$ cat src/rtl/tsm_pkg.sv
// Shared constants for the thermal scan controller: sizes, register
// addresses, field positions and the sequencer state type.
package tsm_pkg;
    localparam int NCH    = 4;
    localparam int CODE_W = 12;
    localparam int DEB_W  = 8;
    localparam int PER_W  = 16;
    localparam int ADDR_W = 8;
    localparam int DATA_W = 16;
    localparam int CH_W   = $clog2(NCH);

    localparam logic [ADDR_W-1:0] A_CTRL   = 8'h00;
    localparam logic [ADDR_W-1:0] A_ROUTE  = 8'h04;
    localparam logic [ADDR_W-1:0] A_PEND   = 8'h08;
    localparam logic [ADDR_W-1:0] A_ADEB   = 8'h0C;
    localparam logic [ADDR_W-1:0] A_SDEB   = 8'h10;
    localparam logic [ADDR_W-1:0] A_PNORM  = 8'h14;
    localparam logic [ADDR_W-1:0] A_PHOT   = 8'h18;
    localparam logic [ADDR_W-1:0] A_SWCONV = 8'h1C;

    localparam logic [2:0] BANK_DATA = 3'd1;
    localparam logic [2:0] BANK_ATH  = 3'd2;
    localparam logic [2:0] BANK_STH  = 3'd3;

    localparam int EN_LSB  = 4;
    localparam int POL_BIT = 8;
    localparam int PIN_LSB = 4;
    localparam int RST_LSB = 8;
    localparam int SWC_LSB = 4;

    localparam logic [DEB_W-1:0] DEB_RST   = 8'd4;
    localparam logic [PER_W-1:0] PNORM_RST = 16'd250;
    localparam logic [PER_W-1:0] PHOT_RST  = 16'd50;

    typedef enum logic [1:0] {S_IDLE, S_CONV, S_WAIT} seq_st_t;
endpackage

$ cat src/rtl/tsm_seq.sv
// Scan sequencer: walks enabled channels 1..NCH-1 in ascending order,
// runs the converter handshake, and waits a prescaled period between scans.
// Assumes adc_done is a one-cycle pulse returned only while adc_req is high.
module tsm_seq
    import tsm_pkg::*;
#(
    parameter int TICK_DIV = 4
) (
    input  logic             clk,
    input  logic             rst_n,
    input  logic             run,
    input  logic [NCH-1:0]   ch_en,
    input  logic             hot,
    input  logic [PER_W-1:0] per_norm,
    input  logic [PER_W-1:0] per_hot,
    input  logic             sw_start,
    input  logic [CH_W-1:0]  sw_ch,
    input  logic             adc_done,
    output logic             adc_req,
    output logic [CH_W-1:0]  adc_ch,
    output logic             smp_vld,
    output logic             smp_auto
);
    localparam int DIV_W = $clog2(TICK_DIV + 1);

    seq_st_t          st;
    logic [CH_W-1:0]  cur_ch, first_idx, nxt_idx;
    logic             first_ok, nxt_ok, is_auto, tick, period_done;
    logic [DIV_W-1:0] pcnt;
    logic [PER_W-1:0] tcnt, limit;

    // Find the lowest enabled scan channel and the next one after cur_ch.
    always_comb begin
        first_ok = 1'b0; first_idx = '0;
        nxt_ok   = 1'b0; nxt_idx   = '0;
        for (int i = NCH - 1; i >= 1; i--) begin
            if (ch_en[i]) begin
                first_ok = 1'b1; first_idx = CH_W'(i);
            end
            if (ch_en[i] && i > int'(cur_ch)) begin
                nxt_ok = 1'b1; nxt_idx = CH_W'(i);
            end
        end
    end

    assign tick        = (st == S_WAIT) && (pcnt == DIV_W'(TICK_DIV - 1));
    assign limit       = hot ? per_hot : per_norm;
    assign period_done = ({1'b0, tcnt} + 1'b1) >= {1'b0, limit};

    // Scan state machine with interval timer.
    always_ff @(posedge clk) begin
        if (!rst_n) begin
            st <= S_IDLE; cur_ch <= '0; is_auto <= 1'b0; pcnt <= '0; tcnt <= '0;
        end else begin
            case (st)
                S_IDLE: begin
                    pcnt <= '0; tcnt <= '0;
                    if (run) begin
                        is_auto <= 1'b1;
                        if (first_ok) begin st <= S_CONV; cur_ch <= first_idx; end
                        else st <= S_WAIT;
                    end else if (sw_start) begin
                        st <= S_CONV; cur_ch <= sw_ch; is_auto <= 1'b0;
                    end
                end
                S_CONV: begin
                    if (adc_done) begin
                        if (!is_auto || !run) st <= S_IDLE;
                        else if (nxt_ok) cur_ch <= nxt_idx;
                        else begin st <= S_WAIT; pcnt <= '0; tcnt <= '0; end
                    end
                end
                S_WAIT: begin
                    if (!run) st <= S_IDLE;
                    else if (tick) begin
                        pcnt <= '0;
                        if (period_done) begin
                            tcnt <= '0;
                            if (first_ok) begin st <= S_CONV; cur_ch <= first_idx; end
                        end else tcnt <= tcnt + 1'b1;
                    end else pcnt <= pcnt + 1'b1;
                end
                default: st <= S_IDLE;
            endcase
        end
    end

    assign adc_req  = (st == S_CONV);
    assign adc_ch   = cur_ch;
    assign smp_vld  = (st == S_CONV) && adc_done;
    assign smp_auto = is_auto;

    AST_REQ_HOLD: assert property (@(posedge clk) disable iff (!rst_n)
        adc_req && !adc_done |=> adc_req && $stable(adc_ch));
    AST_NO_CH0_SCAN: assert property (@(posedge clk) disable iff (!rst_n)
        adc_req && is_auto |-> adc_ch != '0);
    AST_STOP_AFTER_DONE: assert property (@(posedge clk) disable iff (!rst_n)
        adc_req && adc_done && !run |=> !adc_req);
endmodule

$ cat src/rtl/tsm_chan.sv
// Per-channel evaluator: debounces warning and trip conditions over
// consecutive scan samples, holds the pending bit and the latched trip flag.
// Assumes smp pulses once per scan sample of this channel.
module tsm_chan
    import tsm_pkg::*;
(
    input  logic              clk,
    input  logic              rst_n,
    input  logic              smp,
    input  logic [CODE_W-1:0] code,
    input  logic [CODE_W-1:0] alm_th,
    input  logic [CODE_W-1:0] sht_th,
    input  logic [DEB_W-1:0]  alm_deb,
    input  logic [DEB_W-1:0]  sht_deb,
    input  logic              clr_pend,
    output logic              pend,
    output logic              shut_hit,
    output logic              hot
);
    logic [DEB_W-1:0] acnt, scnt, a_next, s_next;
    logic             over_a, over_s;

    assign over_a = code <= alm_th;
    assign over_s = code <= sht_th;
    assign a_next = !over_a ? '0 : (&acnt ? acnt : acnt + 1'b1);
    assign s_next = !over_s ? '0 : (&scnt ? scnt : scnt + 1'b1);

    // Debounce counters, hot flag and trip latch, updated per sample.
    always_ff @(posedge clk) begin
        if (!rst_n) begin
            acnt <= '0; scnt <= '0; hot <= 1'b0; shut_hit <= 1'b0;
        end else if (smp) begin
            acnt <= a_next;
            scnt <= s_next;
            hot  <= over_a || over_s;
            if (over_s && s_next >= sht_deb) shut_hit <= 1'b1;
        end
    end

    // Pending bit: set by a completed warning debounce, cleared by write-1.
    always_ff @(posedge clk) begin
        if (!rst_n) pend <= 1'b0;
        else if (smp && over_a && a_next >= alm_deb) pend <= 1'b1;
        else if (clr_pend) pend <= 1'b0;
    end

    AST_PEND_FROM_SAMPLE: assert property (@(posedge clk) disable iff (!rst_n)
        $rose(pend) |-> $past(smp));
    AST_TRIP_FROM_SAMPLE: assert property (@(posedge clk) disable iff (!rst_n)
        $rose(shut_hit) |-> $past(smp));
endmodule

$ cat src/rtl/thermal_scan_ctrl.sv
// Thermal scan controller top: register file, result storage, output
// routing and polarity. Assumes a single-cycle write strobe and a
// combinational read of the addressed register.
module thermal_scan_ctrl
    import tsm_pkg::*;
#(
    parameter int TICK_DIV = 4
) (
    input  logic              clk,
    input  logic              rst_n,
    input  logic [ADDR_W-1:0] bus_addr,
    input  logic              bus_wr,
    input  logic [DATA_W-1:0] bus_wdata,
    output logic [DATA_W-1:0] bus_rdata,
    output logic              adc_req,
    output logic [CH_W-1:0]   adc_ch,
    input  logic              adc_done,
    input  logic [CODE_W-1:0] adc_data,
    output logic              irq,
    output logic              shut_rst,
    output logic              shut_pin
);
    logic                    run, pol, smp_vld, smp_auto, sw_start, hot;
    logic                    in_bank, pin_act, rst_act;
    logic [NCH-1:0]          ch_en, ien, pin_rt, rst_rt, pend, shut_hit, hot_v, clr;
    logic [DEB_W-1:0]        alm_deb, sht_deb;
    logic [PER_W-1:0]        per_norm, per_hot;
    logic [CODE_W-1:0]       data_q [NCH];
    logic [CODE_W-1:0]       ath_q  [NCH];
    logic [CODE_W-1:0]       sth_q  [NCH];
    logic [NCH*CODE_W-1:0]   data_flat;
    logic [2:0]              bank;
    logic [CH_W-1:0]         bidx;

    assign bank     = bus_addr[7:5];
    assign bidx     = bus_addr[CH_W+1:2];
    assign in_bank  = (bus_addr[4] == 1'b0) && (bus_addr[1:0] == 2'b00);
    assign sw_start = bus_wr && (bus_addr == A_SWCONV) && bus_wdata[0];
    assign clr      = (bus_wr && bus_addr == A_PEND) ? bus_wdata[NCH-1:0] : '0;

    // Configuration and limit registers.
    always_ff @(posedge clk) begin
        if (!rst_n) begin
            run <= 1'b0; ch_en <= '0; pol <= 1'b0;
            ien <= '0; pin_rt <= '0; rst_rt <= '0;
            alm_deb <= DEB_RST; sht_deb <= DEB_RST;
            per_norm <= PNORM_RST; per_hot <= PHOT_RST;
            for (int i = 0; i < NCH; i++) begin ath_q[i] <= '0; sth_q[i] <= '0; end
        end else if (bus_wr) begin
            case (bus_addr)
                A_CTRL: begin
                    run <= bus_wdata[0]; pol <= bus_wdata[POL_BIT];
                    ch_en <= bus_wdata[EN_LSB +: NCH];
                end
                A_ROUTE: begin
                    ien <= bus_wdata[0 +: NCH];
                    pin_rt <= bus_wdata[PIN_LSB +: NCH];
                    rst_rt <= bus_wdata[RST_LSB +: NCH];
                end
                A_ADEB:  alm_deb  <= bus_wdata[DEB_W-1:0];
                A_SDEB:  sht_deb  <= bus_wdata[DEB_W-1:0];
                A_PNORM: per_norm <= bus_wdata;
                A_PHOT:  per_hot  <= bus_wdata;
                default: begin
                    if (in_bank && bank == BANK_ATH) ath_q[bidx] <= bus_wdata[CODE_W-1:0];
                    if (in_bank && bank == BANK_STH) sth_q[bidx] <= bus_wdata[CODE_W-1:0];
                end
            endcase
        end
    end

    // Result capture on each accepted conversion.
    always_ff @(posedge clk) begin
        if (!rst_n) begin
            for (int i = 0; i < NCH; i++) data_q[i] <= '0;
        end else if (smp_vld) begin
            data_q[adc_ch] <= adc_data;
        end
    end

    // Register read mux.
    always_comb begin
        bus_rdata = '0;
        case (bus_addr)
            A_CTRL: begin
                bus_rdata[0] = run; bus_rdata[POL_BIT] = pol;
                bus_rdata[EN_LSB +: NCH] = ch_en;
            end
            A_ROUTE: begin
                bus_rdata[0 +: NCH] = ien;
                bus_rdata[PIN_LSB +: NCH] = pin_rt;
                bus_rdata[RST_LSB +: NCH] = rst_rt;
            end
            A_PEND:  bus_rdata[NCH-1:0] = pend;
            A_ADEB:  bus_rdata[DEB_W-1:0] = alm_deb;
            A_SDEB:  bus_rdata[DEB_W-1:0] = sht_deb;
            A_PNORM: bus_rdata = per_norm;
            A_PHOT:  bus_rdata = per_hot;
            default: begin
                if (in_bank) begin
                    case (bank)
                        BANK_DATA: bus_rdata[CODE_W-1:0] = data_q[bidx];
                        BANK_ATH:  bus_rdata[CODE_W-1:0] = ath_q[bidx];
                        BANK_STH:  bus_rdata[CODE_W-1:0] = sth_q[bidx];
                        default:   bus_rdata = '0;
                    endcase
                end
            end
        endcase
    end

    tsm_seq #(.TICK_DIV(TICK_DIV)) u_seq (
        .clk(clk), .rst_n(rst_n), .run(run), .ch_en(ch_en), .hot(hot),
        .per_norm(per_norm), .per_hot(per_hot), .sw_start(sw_start),
        .sw_ch(bus_wdata[SWC_LSB +: CH_W]), .adc_done(adc_done),
        .adc_req(adc_req), .adc_ch(adc_ch), .smp_vld(smp_vld), .smp_auto(smp_auto)
    );

    for (genvar g = 0; g < NCH; g++) begin : g_ch
        tsm_chan u_chan (
            .clk(clk), .rst_n(rst_n),
            .smp(smp_vld && smp_auto && adc_ch == CH_W'(g)),
            .code(adc_data), .alm_th(ath_q[g]), .sht_th(sth_q[g]),
            .alm_deb(alm_deb), .sht_deb(sht_deb), .clr_pend(clr[g]),
            .pend(pend[g]), .shut_hit(shut_hit[g]), .hot(hot_v[g])
        );
        assign data_flat[g*CODE_W +: CODE_W] = data_q[g];
    end

    assign hot      = |(hot_v & ch_en & ~NCH'(1));
    assign irq      = |(pend & ien);
    assign pin_act  = |(shut_hit & pin_rt);
    assign rst_act  = |(shut_hit & rst_rt);
    assign shut_pin = pol ? pin_act : ~pin_act;
    assign shut_rst = pol ? rst_act : ~rst_act;

    AST_DATA_ON_DONE: assert property (@(posedge clk) disable iff (!rst_n)
        !$past(adc_done) |-> $stable(data_flat));
endmodule

$ cat config.mk
export PLATFORM = sky130hd
export DESIGN_NAME = thermal_scan_ctrl
export DESIGN_NICKNAME = d
export VERILOG_FILES = /design/src/rtl/tsm_pkg.sv /design/src/rtl/tsm_seq.sv /design/src/rtl/tsm_chan.sv /design/src/rtl/thermal_scan_ctrl.sv
export SDC_FILE = /design/constraint.sdc
export NUM_CORES = 1
export LEC_CHECK = 0
export ABC_AREA = 1
export CAP_MARGIN = 25
export CORE_MARGIN = 2
export CORE_UTILIZATION = 55
export DETAILED_ROUTE_END_ITERATION = 8
export PLACE_DENSITY = 0.77
export SLEW_MARGIN = 10
export SYNTH_ARGS = -nofsm -noshare
export SYNTH_HDL_FRONTEND = slang
export SYNTH_SLANG_ARGS = --single-unit
$ cat constraint.sdc
create_clock -name clk -period 4 [get_ports clk]
set_clock_uncertainty 0.15 [all_clocks]
set_input_delay 1.2 -clock clk [delete_from_list [all_inputs] [get_ports clk]]
set_output_delay 1.2 -clock clk [all_outputs]
set_load 0.005 [all_outputs]
# After elaboration in Yosys (flattened, before gate mapping)
# Memory sizes are Yosys's and may differ from the RTL's.
# Index checks and enable logic that the tools add are counted.
[op_classes]
addsub = 11
n_mul = 0
n_div = 0
order_cmp = 20
n_eq_ne = 28
shifts = 0
muxes = 107
n_bitwise = 7
n_reduce_logical = 79
[ops]
columns = ["cell", "count"]
rows = [
  ["8-bit two-way mux", 16],
  ["16-bit two-way mux", 7],
  ["12-bit less-or-equal comparator", 8],
  ["8-bit AND reduction", 9],
  ["8-bit by 1-bit adder with 8-bit output, second input constant", 8],
  ["8-bit >= comparator", 8],
  ["2-bit two-way mux", 28],
  ["12-bit two-way mux", 4],
  ["16-bit one-hot mux with 3 select lines", 1],
  ["12-bit one-hot mux with 3 select lines", 1],
  ["12-bit OR reduction", 3],
  ["1-bit two-way mux", 35],
  ["8-bit by 5-bit == test with 1-bit output, second input constant", 4],
  ["1-bit logical AND", 28],
  ["4-bit one-hot mux with 7 select lines", 1],
  ["2-bit AND reduction", 11],
  ["3-bit one-hot mux with 7 select lines", 1],
  ["16-bit by 1-bit adder with 17-bit output, second input constant", 1],
  ["17-bit by 16-bit >= comparator with 1-bit output", 1],
  ["16-bit by 1-bit adder with 16-bit output, second input constant", 1],
  ["4-bit AND", 4],
  ["8-bit by 4-bit == test with 1-bit output, second input constant", 2],
  ["4-bit OR reduction", 4],
  ["3-bit two-way mux", 5],
  ["31 further kinds", 61],
]
[totals]
regBits = 166
latchBits = 0
mem_bits_rw = 144
mem_bits_ro = 0
in_bits = 40
output_inout_bits = 22
elab_cells = 290
memories = 3
[mem_list]
columns = ["memory", "depth", "word_bits", "rd", "rd_clocked_by_memory_dff", "write_ports", "line", "source"]
rows = [
  ["ath_q", 4, 12, 5, 0, 4, "thermal_scan_ctrl.sv:29", "logic [CODE_W-1:0] ath_q [NCH];"],
  ["data_q", 4, 12, 1, 0, 4, "thermal_scan_ctrl.sv:28", "logic [CODE_W-1:0] data_q [NCH];"],
  ["sth_q", 4, 12, 5, 0, 4, "thermal_scan_ctrl.sv:30", "logic [CODE_W-1:0] sth_q [NCH];"],
]

# Depth between registers and ports, before layout
[logic_depth]
word_depth = 10
ltp_mapped = 19
mapped_depth_nobuf = 19

# Modules after synthesis
# Synthesis repeated with hierarchy kept, for this count alone.
[hier_totals]
cells_unflattened = 2966
area_unflattened_um2 = 21249.1
[modules_own_cells]
columns = ["mod", "instances", "cells_per_inst", "area_per_inst_um2", "seq_area_each_um2"]
rows = [
  ["thermal_scan_ctrl", 1, 1226, 9970.8, 5645.4],
  ["tsm_chan (g_ch[1].u_chan ...)", 3, 344, 2228.4, 380.4],
  ["tsm_seq", 1, 363, 2382.3, 480.5],
  ["tsm_chan (g_ch[0].u_chan)", 1, 345, 2210.9, 380.4],
]

# Worst setup path before layout
# No wires, ideal clock.
[synth_path]
kind = "input -> output"
start = "input port bus_addr[3]"
end = "output port bus_rdata[0]"
arrival_ns = 2.292
required_time_ns = 2.650
path_slack_ns = 0.358
stages = 8
n_path_buf = 1
path_cell_list = "clkinv_1 > nand2_1 > inv_1 > clkbuf_1 > a22oi_1 > a21oi_1 > nor3_1 > o21ai_0"
[synth_via]
elab_chain_cells = 4
word_cells_on_any_way = 13
cone_classes = "eq/ne: 6; mux: 3; reduce/logical: 1; memory: 3"
[synth_lines]
columns = ["element", "line", "source"]
rows = [
  ["from (decl)", "thermal_scan_ctrl.sv:11", "input logic [ADDR_W-1:0] bus_addr,"],
  ["memory 4 x 12 bit (on tied branches)", "-", ""],
  ["12-bit one-hot mux with 3 select lines", "thermal_scan_ctrl.sv:101", "case (bank)"],
  ["12-bit two-way mux", "thermal_scan_ctrl.sv:100", "if (in_bank) begin"],
  ["1-bit one-hot mux with 7 select lines *", "thermal_scan_ctrl.sv:84", "case (bus_addr)"],
  ["to (decl)", "thermal_scan_ctrl.sv:14", "output logic [DATA_W-1:0] bus_rdata,"],
]
# Mark *: on every way between the ends. The rest lies on a longest branch, timed or not.

# Final worst setup path
[layout_path]
start = "input port bus_addr[2]"
end = "output port bus_rdata[2]"
[layout_via]
elab_chain_cells = 4
word_cells_on_any_way = 13
cone_classes = "eq/ne: 6; mux: 3; reduce/logical: 1; memory: 3"
[layout_lines]
columns = ["element", "line"]
rows = [
  ["memory 4 x 12 bit (on tied branches)", "-"],
  ["12-bit one-hot mux with 3 select lines", "thermal_scan_ctrl.sv:101"],
  ["12-bit two-way mux", "thermal_scan_ctrl.sv:100"],
  ["3-bit one-hot mux with 7 select lines *", "thermal_scan_ctrl.sv:84"],
]
# Marked as above.

==> key figures <==
Run status
  • Status: finished with violations
  • Violated checks: negative setup slack

CTS
  • Bufs on Longest Clock Path: 3
  • # H-tree levels: 2
  • CTS Sinks: approximately 300
  • Clock Latency Late Sink: 0.56 ns
  • CTS Hold Bufs: 0
  • Reg clk slew, reported paths: 0.06 ns
  • CTS Buf Count: 37
  • CTS tree: yes
  • CTS root buf: clkbuf_16

Timing
  • Slew @ Worst Pin: between 0.8 and 0.9 ns
  • Setup violators final: 3
  • Setup WS post-layout: -0.0671 ns
  • Setup_tns: -0.124 ns
  • Hold Vio Cnt, Final: 0
  • Fmax: 0.246 GHz
  • Final min period: 4.07 ns
  • Period Utilization, post-route: 102%
  • Max-slew violation count: 0
  • Unrepaired setup endpoints after global routing: true
  • Relative slew slack: 45.5%

Logic synthesis
  • Net count after synthesis: 2760
  • Fraction of registers with async set/reset: 0%
  • Most common cell in the synthesized netlist: nand2_1
  • Post-synthesis sequential area ratio: 39.3%
  • Synthesis warning total: 0
  • Number of synthesized flops with an enable pin: 144
  • #FFs+latches synth: 309
  • Post-synth top cells: nand2_1, inv_1, o21ai_0, a21oi_1, nor2_1
  • Syn Inst Count: 2530
  • Synth top area share: around 22%
  • Syn Area/Cell: 7.67 um^2
  • Netlist Area Pre-Place: 19400 um^2
  • Synth area leaders: edfxtp_1, dfxtp_1, ha_1, nand2_1, inv_1
  • Yosys cell types: between 40 and 50
  • Synth area leader: edfxtp_1
  • Primary FF master, synth: dfxtp_1

Floorplan
  • Core Region: 34600 um^2
  • Die area: about 37000 um^2
  • # rows: 68
  • Die Height: 192 um
  • Starting Density: between 50% and 60%
  • Die width: 192 um
  • I/O pins: 62

Routing
  • Routed wire length per instance: 19.1 um
  • Routed WL: 62.3 mm
  • DR iter-0 viols: 1696
  • Routed vias/inst: 5.82
  • DR vias: 19000
  • Antenna-violating nets left: 0
  • # DRC: 0
  • Pre-antenna DRT Iters: 5

Global route
  • Largest net degree at the start of global routing: 145
  • Vias in the first global route: 18400
  • Initial antenna violation count: 0
  • Overall Global Routing Usage: between 30 and 40%
  • GR Overflow Total: 0
  • First-pass GRT wire length: ~96 mm

Pwr
  • Sequential power share: 40.8%
  • Combinational Power Share: approximately 17%
  • Max VDD drop: 0.386 mV
  • Pwr/cell area: 353 nW/um^2
  • Switch Pwr: 2.42 mW
  • Int Pwr: between 6 and 7 mW
  • Switching share of total power: 28.4%
  • Clk pwr share: 42.7%
  • Leak: 11.3 nW

Critical path
  • Worst Path Max Fanout: 6
  • R2R Path End: u_seq.tcnt[13]
  • RR Startpoint: u_seq.tcnt[0]
  • CP Class: input pin to output port
  • Cells on worst reg2reg path: 19
  • CP arrival: 2.72 ns
  • Worst setup EP type: output port
  • Startpoint Class: input pin
  • Critical Path RT: 2.65 ns
  • R2R Setup Slk: 0.64 ns
  • Crit path launch: bus_addr[2]
  • Critical path capture point: bus_rdata[2]

Place
  • Area after DPL: roughly 22000 um^2
  • Worst slack at placement: -1.04 ns
  • Gp weighted congestion: 0.972
  • Detailed placement HPWL: about 45 mm
  • IO Port Bufs: 61

Cells and area
  • FF/Latch Area: 7630 um^2
  • Final Cell Area: around 24000 um^2
  • Final Net Count: 3008
  • Fill cell count: around 2700
  • Number of diodes: 0
  • Fraction of layout cells with a size suffix above 1: ~17%
  • Area of the multi-input gates: 10400 um^2
  • Synth-to-Final Area Change: 24.4%

Job
  • MaxCap Viol Count: 0

Hold path
  • Hold crit path type: register to register
==> how the worst min path moves through the flow <==
stage	startpoint	cells after the start	endpoint	slack, ns
after floorplan	u_seq.pcnt[2]	2	u_seq.pcnt[2]	0.28
after global placement	u_seq.pcnt[2]	2	u_seq.pcnt[2]	0.30
after detailed placement	u_seq.pcnt[2]	2	u_seq.pcnt[2]	0.30
after CTS	u_seq.pcnt[2]	2	u_seq.pcnt[2]	0.31
after global routing	u_seq.pcnt[2]	2	u_seq.pcnt[2]	0.33
final	u_seq.pcnt[2]	2	u_seq.pcnt[2]	0.31
==> area by class of cell <==
cell class / instances / share of cell area (%)
clock buffer: 51 / 4.39
clock inverter: 17 / 1.01
inverter: 413 / 6.51
multi-input combinational: 1725 / 43.3
sequential: 309 / 31.6
tap: 455 / 2.36
timing repair buffer: 291 / 10.9
timing repair inverter: 1 / 0.0259
==> per-stage QoR <==
stage	utilization (%)	hold WS (ns)	total power, mW	cells
final	69.7	0.306	8.53	3262
after global placement	63.6	0.296	4.80	3168
after global routing	69.7	0.333	8.80	3262
after detailed placement	63.6	0.300	4.85	3168
after floorplan	-	0.282	4.27	2530
after CTS	69.1	0.309	8.48	3260
==> critical path, cell delays in order <==
cell,delay [ns]
buf_8,0.10
inv_2,0.05
nand2_4,0.10
clkinvlp_4,0.18
buf_6,0.18
a22oi_1,0.15
nand2_1,0.12
nand2_1,0.11
nand3_1,0.10
nand2_1,0.07
nand2_1,0.10
clkdlybuf4s15_1,0.24
==> cells by family after synthesis <==
logic type,synth area share (%)
buffers and inverters,9.85
muxes,0.116
adders and majority gates,12.2
AOI/OAI and AO/OA,17.0
and+or+nand+nor,20.3
DFF,39.3
xor gates and xnor gates,1.17
==> sequential cells by signal (all words and copies together), names as in the netlist, 2 cells and up <==
signal,cells
ath_q,48
per_hot,16
ien,4
g_ch.u_chan.pend,4
g_ch.u_chan.acnt,32
pin_rt,4
g_ch.u_chan.shut_hit,4
per_norm,16
ch_en,4
sht_deb,8
data_q,48
sth_q,48
alm_deb,8
g_ch.u_chan.hot,3
u_seq.adc_ch,2
g_ch.u_chan.scnt,32
u_seq.st,2
rst_rt,4
u_seq.tcnt,16
u_seq.pcnt,3
==> cell usage in the layout (no fill, tap or decap), types with 19 or more instances in the layout <==
master	netlist	final
nand2_1	423	402
inv_1	393	385
a21oi_1	233	231
nor2_1	218	211
o21ai_0	234	208
ha_1	190	190
buf_4	3	187
dfxtp_1	165	165
edfxtp_1	144	144
nand3_1	124	112
nand4_1	53	53
o22ai_1	69	51
clkbuf_16	0	39
clkdlybuf4s50_1	0	36
inv_2	18	23
buf_6	2	23
a22oi_1	28	22
nor3_1	29	21
xor2_1	19	19
buf_12	0	19
==> routing by layer <==
metal	wire length [um]	GRT usage [%]
met4	2980	15.1
met2	28700	55.5
met3	6160	6.21
met5	0	0
met1	24500	43.2
==> power groups by stage <==
stage                     Clock, mW  Combinational [mW]  Sequential [mW]
final                          3.64                1.41             3.48
after global routing           3.79                1.53             3.49
after CTS                      3.65                1.36             3.47
after detailed placement          0                1.30             3.54
after global placement            0                1.27             3.54
after floorplan                   0               0.753             3.52
==> timing repair <==
item | CTS | global route
resized for setup | 199 | 70
cloned | 3 | 0
setup endpoints to repair | 16 | 20
pin swaps | 42 | 28
setup buffers | 23 | 4
(Power assumes the default switching activity.)
